--- config.mk ---
export PLATFORM = sky130hd
export DESIGN_NAME = srb_burst_seq
export DESIGN_NICKNAME = d
export VERILOG_FILES = /design/src/rtl/srb_pkg.sv /design/src/rtl/srb_cfg_reg.sv /design/src/rtl/srb_array_model.sv /design/src/rtl/srb_addr_step.sv /design/src/rtl/srb_burst_seq.sv
export SDC_FILE = /design/constraint.sdc
export NUM_CORES = 1
export LEC_CHECK = 0
export BUFFER_PORTS_ARGS = -buffer_cell sky130_fd_sc_hd__buf_2
export CORE_ASPECT_RATIO = 1.5
export CORE_MARGIN = 5
export CORE_UTILIZATION = 53
export CTS_BUF_LIST = sky130_fd_sc_hd__clkbuf_16
export DETAILED_ROUTE_END_ITERATION = 10
export PLACE_DENSITY = 0.83
export SETUP_SLACK_MARGIN = 0.5
export SYNTH_ARGS = -nofsm -noshare
export SYNTH_HDL_FRONTEND = slang
export SYNTH_HIERARCHICAL = 1
export SYNTH_SLANG_ARGS = --single-unit
--- constraint.sdc ---
create_clock -name clk -period 2.8 [get_ports clk]
set_input_delay 0.56 -clock clk [delete_from_list [all_inputs] [get_ports clk]]
set_output_delay 0.56 -clock clk [all_outputs]
set_load 0.05 [all_outputs]
--- src/rtl/srb_pkg.sv ---
package srb_pkg;

   // configuration word, MSB first: bit 10 down to bit 0
   typedef struct packed {
      logic       wait_hi;
      logic       hold2;
      logic       wait_early;
      logic [2:0] lat;
      logic       async_mode;
      logic       linear;
      logic [2:0] blen;
   } srb_cfg_t;

   localparam int CFG_W = 11;
   localparam logic [CFG_W-1:0] CFG_RST = 11'h47F;

   typedef enum logic [2:0] {
      ST_IDLE,
      ST_LAT,
      ST_RUN,
      ST_STALL,
      ST_DONE
   } srb_state_e;

endpackage

--- src/rtl/srb_cfg_reg.sv ---
module srb_cfg_reg
   import srb_pkg::*;
#(
   parameter logic [CFG_W-1:0] RST_VAL = CFG_RST
) (
   input  logic             clk,
   input  logic             rst_n,
   input  logic             we,
   input  logic [CFG_W-1:0] wdata,
   output srb_cfg_t         cfg
);
   always_ff @(posedge clk or negedge rst_n) begin
      if (!rst_n)  cfg <= srb_cfg_t'(RST_VAL);
      else if (we) cfg <= srb_cfg_t'(wdata);
   end
endmodule

--- src/rtl/srb_array_model.sv ---
module srb_array_model #(
   parameter int AW = 16
) (
   input  logic [AW-1:0] a,
   output logic [15:0]   word,
   output logic          non_array
);
   if (AW < 16) begin : g_bad_aw
      $error("srb_array_model: AW must be at least 16");
   end

   logic [15:0] a16;
   assign a16       = a[15:0];
   assign non_array = a[AW-1];
   assign word      = non_array ? {8'hC0, a16[7:0]}
                                : ({a16[7:0], ~a16[7:0]} ^ {a16[15:8], 8'h00});
endmodule

--- src/rtl/srb_addr_step.sv ---
module srb_addr_step #(
   parameter int AW = 16
) (
   input  logic [AW-1:0] cur,
   input  logic [2:0]    blen,
   input  logic          linear,
   output logic [AW-1:0] nxt,
   output logic [4:0]    words,
   output logic          cont
);
   localparam int NLEN = 3;

   logic [AW-1:0] wrapped [NLEN];
   logic [1:0]    idx;

   // one wrapped successor per fixed length: 4, 8, 16 words
   for (genvar g = 0; g < NLEN; g++) begin : g_wrap
      localparam int LG = g + 2;
      assign wrapped[g] = {cur[AW-1:LG], cur[LG-1:0] + LG'(1)};
   end

   always_comb begin
      cont  = 1'b0;
      idx   = 2'd0;
      words = 5'd4;
      case (blen)
         3'b001:  begin idx = 2'd0; words = 5'd4;  end
         3'b010:  begin idx = 2'd1; words = 5'd8;  end
         3'b011:  begin idx = 2'd2; words = 5'd16; end
         default: begin cont = 1'b1; words = 5'd0; end
      endcase
      nxt = (!cont && !linear) ? wrapped[idx] : cur + AW'(1);
   end
endmodule

--- src/rtl/srb_burst_seq.sv ---
module srb_burst_seq
   import srb_pkg::*;
#(
   parameter int AW        = 16,
   parameter int ROW_WORDS = 16
) (
   input  logic             clk,
   input  logic             rst_n,
   input  logic             cfg_we,
   input  logic [CFG_W-1:0] cfg_wdata,
   input  logic             adv_n,
   input  logic             ce_n,
   input  logic             oe_n,
   input  logic [AW-1:0]    addr,
   output logic [15:0]      dout,
   output logic             wait_o,
   output logic             wait_oe
);
   localparam int ROW_LG = $clog2(ROW_WORDS);

   if (ROW_WORDS < 4 || (1 << ROW_LG) != ROW_WORDS) begin : g_bad_row
      $error("srb_burst_seq: ROW_WORDS must be a power of two >= 4");
   end
   if (ROW_LG >= AW) begin : g_bad_row_aw
      $error("srb_burst_seq: row larger than address space");
   end

   srb_cfg_t   cfg;
   srb_state_e st_q;
   logic [AW-1:0] cur_q, nxt;
   logic [2:0]    cnt_q, lat_eff, lat_m2;
   logic [4:0]    cntw_q, blen_words;
   logic          hold_q, crossed_q, a_valid, cont;
   logic [15:0]   a_word, pin_word, b_word;
   logic          cur_na, pin_na;
   logic          b_active, b_valid, a_active, stall_now, kill;

   srb_cfg_reg u_cfg (
      .clk(clk), .rst_n(rst_n), .we(cfg_we), .wdata(cfg_wdata), .cfg(cfg)
   );
   srb_array_model #(.AW(AW)) u_arr_cur (
      .a(cur_q), .word(a_word), .non_array(cur_na)
   );
   srb_array_model #(.AW(AW)) u_arr_pin (
      .a(addr), .word(pin_word), .non_array(pin_na)
   );
   srb_addr_step #(.AW(AW)) u_step (
      .cur(cur_q), .blen(cfg.blen), .linear(cfg.linear),
      .nxt(nxt), .words(blen_words), .cont(cont)
   );

   assign lat_eff  = (cfg.lat < 3'd2) ? 3'd2 : cfg.lat;
   assign lat_m2   = lat_eff - 3'd2;
   assign kill     = cfg_we | ce_n | cfg.async_mode;
   assign a_active = (st_q == ST_LAT) | (st_q == ST_RUN) | (st_q == ST_STALL);

   // lookahead stage: one clock ahead of the output register
   always_ff @(posedge clk or negedge rst_n) begin
      if (!rst_n) begin
         st_q <= ST_IDLE; cur_q <= '0; cnt_q <= '0; cntw_q <= '0;
         hold_q <= 1'b0; crossed_q <= 1'b0; a_valid <= 1'b0;
      end else if (kill) begin
         st_q <= ST_IDLE; a_valid <= 1'b0;
      end else if (!adv_n) begin
         st_q <= ST_LAT; cur_q <= addr; cnt_q <= '0; cntw_q <= '0;
         hold_q <= 1'b0; crossed_q <= 1'b0; a_valid <= 1'b0;
      end else begin
         case (st_q)
            ST_LAT, ST_STALL: begin
               if (cnt_q == lat_m2) begin
                  st_q <= ST_RUN; a_valid <= 1'b1;
               end else begin
                  cnt_q <= cnt_q + 3'd1;
               end
            end
            ST_RUN: begin
               if (cfg.hold2 && !hold_q) begin
                  hold_q <= 1'b1;
               end else begin
                  hold_q <= 1'b0;
                  if (!cont && cntw_q == blen_words - 5'd1) begin
                     st_q <= ST_DONE; a_valid <= 1'b0;
                  end else begin
                     cntw_q <= cntw_q + 5'd1;
                     if (!cur_na) begin
                        cur_q <= nxt;
                        if (cont && !crossed_q && nxt[ROW_LG-1:0] == '0) begin
                           crossed_q <= 1'b1; st_q <= ST_STALL;
                           cnt_q <= '0; a_valid <= 1'b0;
                        end
                     end
                  end
               end
            end
            default: ;
         endcase
      end
   end

   // output stage
   always_ff @(posedge clk or negedge rst_n) begin
      if (!rst_n) begin
         b_active <= 1'b0; b_valid <= 1'b0; b_word <= '0;
      end else if (kill) begin
         b_active <= 1'b0; b_valid <= 1'b0;
      end else if (!adv_n) begin
         b_active <= 1'b1; b_valid <= 1'b0;
      end else begin
         b_active <= a_active; b_valid <= a_valid; b_word <= a_word;
      end
   end

   assign stall_now = cfg.wait_early ? (a_active & ~a_valid) : (b_active & ~b_valid);
   assign wait_o    = cfg.wait_hi ? stall_now : ~stall_now;
   assign wait_oe   = ~ce_n & ~oe_n;
   assign dout      = cfg.async_mode ? pin_word : b_word;


   abort_chk: assert property (@(posedge clk) disable iff (!rst_n)
      ce_n |=> (!b_active && !b_valid));


   lead_chk: assert property (@(posedge clk) disable iff (!rst_n)
      (a_valid && !kill && adv_n) |=> (b_valid && b_word == $past(a_word)));


   done_chk: assert property (@(posedge clk) disable iff (!rst_n)
      (st_q == ST_DONE && !kill && adv_n) |=> !b_valid);


   non_array_chk: assert property (@(posedge clk) disable iff (!rst_n)
      (st_q == ST_RUN && cur_na && !kill && adv_n) |=> (cur_q == $past(cur_q)));


   stall_once_chk: assert property (@(posedge clk) disable iff (!rst_n)
      (st_q == ST_STALL) |-> (crossed_q && cnt_q <= lat_m2));


   lat_window_chk: assert property (@(posedge clk) disable iff (!rst_n)
      (st_q == ST_LAT) |-> (cnt_q <= lat_m2 && !a_valid));


   pin_na_chk: assert property (@(posedge clk) disable iff (!rst_n)
      (cfg.async_mode && !pin_na) |-> (dout[7:0] == ~addr[7:0]));

endmodule

==> results.json <==
{
  "run_status": "finished, final reports clean",
  "synth_area_mm2": 0.00391,
  "min_period_over_period_pct": 87.0,
  "grtUsageMet3_pct": 4.08,
  "vias_per_cell": 5.68,
  "htree_levels": 3,
  "maxClockFrequency_mhz": 411,
  "max_cap_violations": 0,
  "cts_sinks": 59,
  "drtAntennaViolNets": 0,
  "path_delay_family": "simple AND/OR/NAND/NOR gates",
  "antenna_found_initial": 0,
  "fp.dieW_um": 80.1,
  "nets": 474,
  "routedWlPerCell_um": 17.7,
  "arrival_ns": 2.64,
  "setup_tns_ns": 0,
  "cts_hold_buf": 0,
  "die_h_um": 115,
  "ys.warnings.count": 6,
  "port_buffers": 50,
  "slew_viol_final": 0,
  "rows": 38,
  "clock-root-buffer": "clkbuf_16",
  "r2r_cells": 8,
  "path_clk_slew_ns": 0.05,
  "syn-instance-count": 375,
  "path_class": "reg -> reg",
  "ioPinCount": 51,
  "crit_path_max_fanout": 8,
  "p_per_area_mw_per_mm2": 722,
  "worst-path-buf-inv": 2,
  "use_met1_pct": 24.9,
  "drtIter0Drc": 198,
  "numCtsBuffers": 9,
  "drtPass1Iterations": 4,
  "tightest_slew_ns": 0.602,
  "grtUsageMet2_pct": 37.3,
  "fin_crit_ns": 2.44,
  "clkLatencyLatePin_ns": 0.32,
  "vias": 3069,
  "nFillCells": 570,
  "tritoncts": "done",
  "place_area_mm2": 0.00424,
  "clk_path_buf_depth": 2,
  "dp.final_hpwl_um": 6590,
  "grt_max_degree": 32,
  "diodes": 0,
  "drt_wl_total_um": 9580,
  "setup_violations": 0,
  "hold_violations": 0,
  "core_area_mm2": 0.00723,
  "synthToLayoutAreaGrowth_pct": 19.7,
  "die_area_mm2": 0.00923,
  "cp-end-kind": "flop",
  "postLayoutCoreUtil_pct": 64.8,
  "grt_pass1_wl_um": 15400,
  "syn_avg_cell_area_um2": 10.4,
  "rsz0062_at_grt": "yes",
  "grt-busiest-layer": "met2",
  "rr_startpoint": "u_cfg/cfg[1]$_DFFE_PN1P_",
  "grt_util_all_layers_pct": 21.3,
  "cp_slowest_stage_delay_ns": 0.58,
  "drive_gt1_share_pct": 36.1,
  "crit_chain": "buf_6 -> or2_1 -> or2b_1 -> or4_4 -> o21ai_4 -> a21oi_4 -> buf_12 -> o221a_2",
  "critical_path_required_ns": 3.01,
  "ff2ff_setup_slack_ns": 0.36,
  "holdWs_ns": 0.113,
  "slew_headroom_pct": 59.7,
  "initial_utilization_pct": 54.1,
  "drc": 0,
  "leakagePower_nw": 1.93,
  "ir_worst_vdd_uv": 590,
  "start_kind": "flop",
  "slowest_stage": "dfstp_2",
  "place_congestion": 0.877,
  "grt_pass1_vias": 3246,
  "grt-ovfl-total": 0,
  "regToRegEndpoint": "cur_q[8]$_DFFE_PN0P_",
  "clock_skew_ns": 0.00486,
  "finalInstanceArea_mm2": 0.00468,
  "hold_class": "in -> async"
}
[state kept, by name, indices dropped and copies added, names as in the netlist, 3 cells and up]
signal and cells:
u_cfg/cfg 11, cur_q 16, cnt_q 3, st_q 3, b_word 16, cntw_q 5
[cells in the final DEF (no fill, tap or decap), drive strengths merged, types with 2 or more instances in the layout]
cell type and n:
inv 17, nand2b 5, nor3 6, buf 68, a31oi 3, or2 2, nand3b 2, o21ai 7
a21oi 8, xor2 7, nand2 26, and2 2, conb 2, and3 3, clkinv 4, a211oi 2
o221a 16, nor2 24, nand4 4, dfrtp 51, a32o 2, clkbuf 11, ha 6, xnor2 44
o211ai 4, nand3 20, or4 2, nor4 2, nor3b 4, or3 20, mux2 43, a2111oi 2
dfstp 8
[worst max path at each step]
stage | start | to | slack (ns) | cells past startpoint
floorplan | u_cfg/cfg[1]$_DFFE_PN1P_ | cur_q[2]$_DFFE_PN0P_ | 0.47 | 8
global placement | u_cfg/cfg[0]$_DFFE_PN1P_ | cur_q[6]$_DFFE_PN0P_ | 0.37 | 8
detailed placement | u_cfg/cfg[0]$_DFFE_PN1P_ | cur_q[5]$_DFFE_PN0P_ | 0.31 | 8
CTS | u_cfg/cfg[1]$_DFFE_PN1P_ | cur_q[2]$_DFFE_PN0P_ | 0.44 | 7
global route | u_cfg/cfg[1]$_DFFE_PN1P_ | cur_q[1]$_DFFE_PN0P_ | 0.33 | 8
finish | u_cfg/cfg[1]$_DFFE_PN1P_ | cur_q[8]$_DFFE_PN0P_ | 0.36 | 8
[per-stage QoR]
stage | power [mW] | instances | worst slack, ns
after global routing | 3.56 | 540 | 0.331
final | 3.38 | 540 | 0.365
after detailed placement | 2.41 | 512 | 0.308
after CTS | 3.36 | 535 | 0.437
after global placement | 2.36 | 512 | 0.370
after floorplan | 2.16 | 376 | 0.466
[per-layer routing]
layer / vias to the layer above / wire (um)
met5: - / 0
li1: 1453 / -
met4: 0 / 247
met3: 21 / 399
met2: 80 / 5130
met1: 1515 / 3800
[power by group]
part / internal (mW) / switching, mW / total, mW
sequential: 1.05 / 0.208 / 1.26
combinational: 0.518 / 0.666 / 1.18
clock: 0.577 / 0.357 / 0.934
total: 2.15 / 1.23 / 3.38
[worst register-to-register path: stages, from the launching register on]
cell and delay, ns:
dfstp_2 0.58, buf_6 0.12, or2_1 0.10, or2b_1 0.26
or4_4 0.58, o21ai_4 0.16, a21oi_4 0.09, buf_12 0.16
o221a_2 0.27
[area by class of cell]
| class | count | area (um^2) | share of cell area, % |
|---|---|---|---|
| clock buffers | 9 | 225 | 4.81 |
| clock inverters | 7 | 28.8 | 0.615 |
| inverters | 14 | 52.6 | 1.12 |
| multi-input cells | 281 | 2300 | 49.3 |
| flip-flops and latches | 59 | 1490 | 31.8 |
| well taps | 100 | 125 | 2.67 |
| repair buffers | 70 | 453 | 9.68 |
[timing repair]
action / in CTS / in global routing
setup buffers: 6 / 4
gates cloned: 1 / 1
endpoints found under the setup margin: 34 / 31
gates resized for setup: 3 / 9
pin swaps: 9 / 3
(Power assumes the default switching activity.)
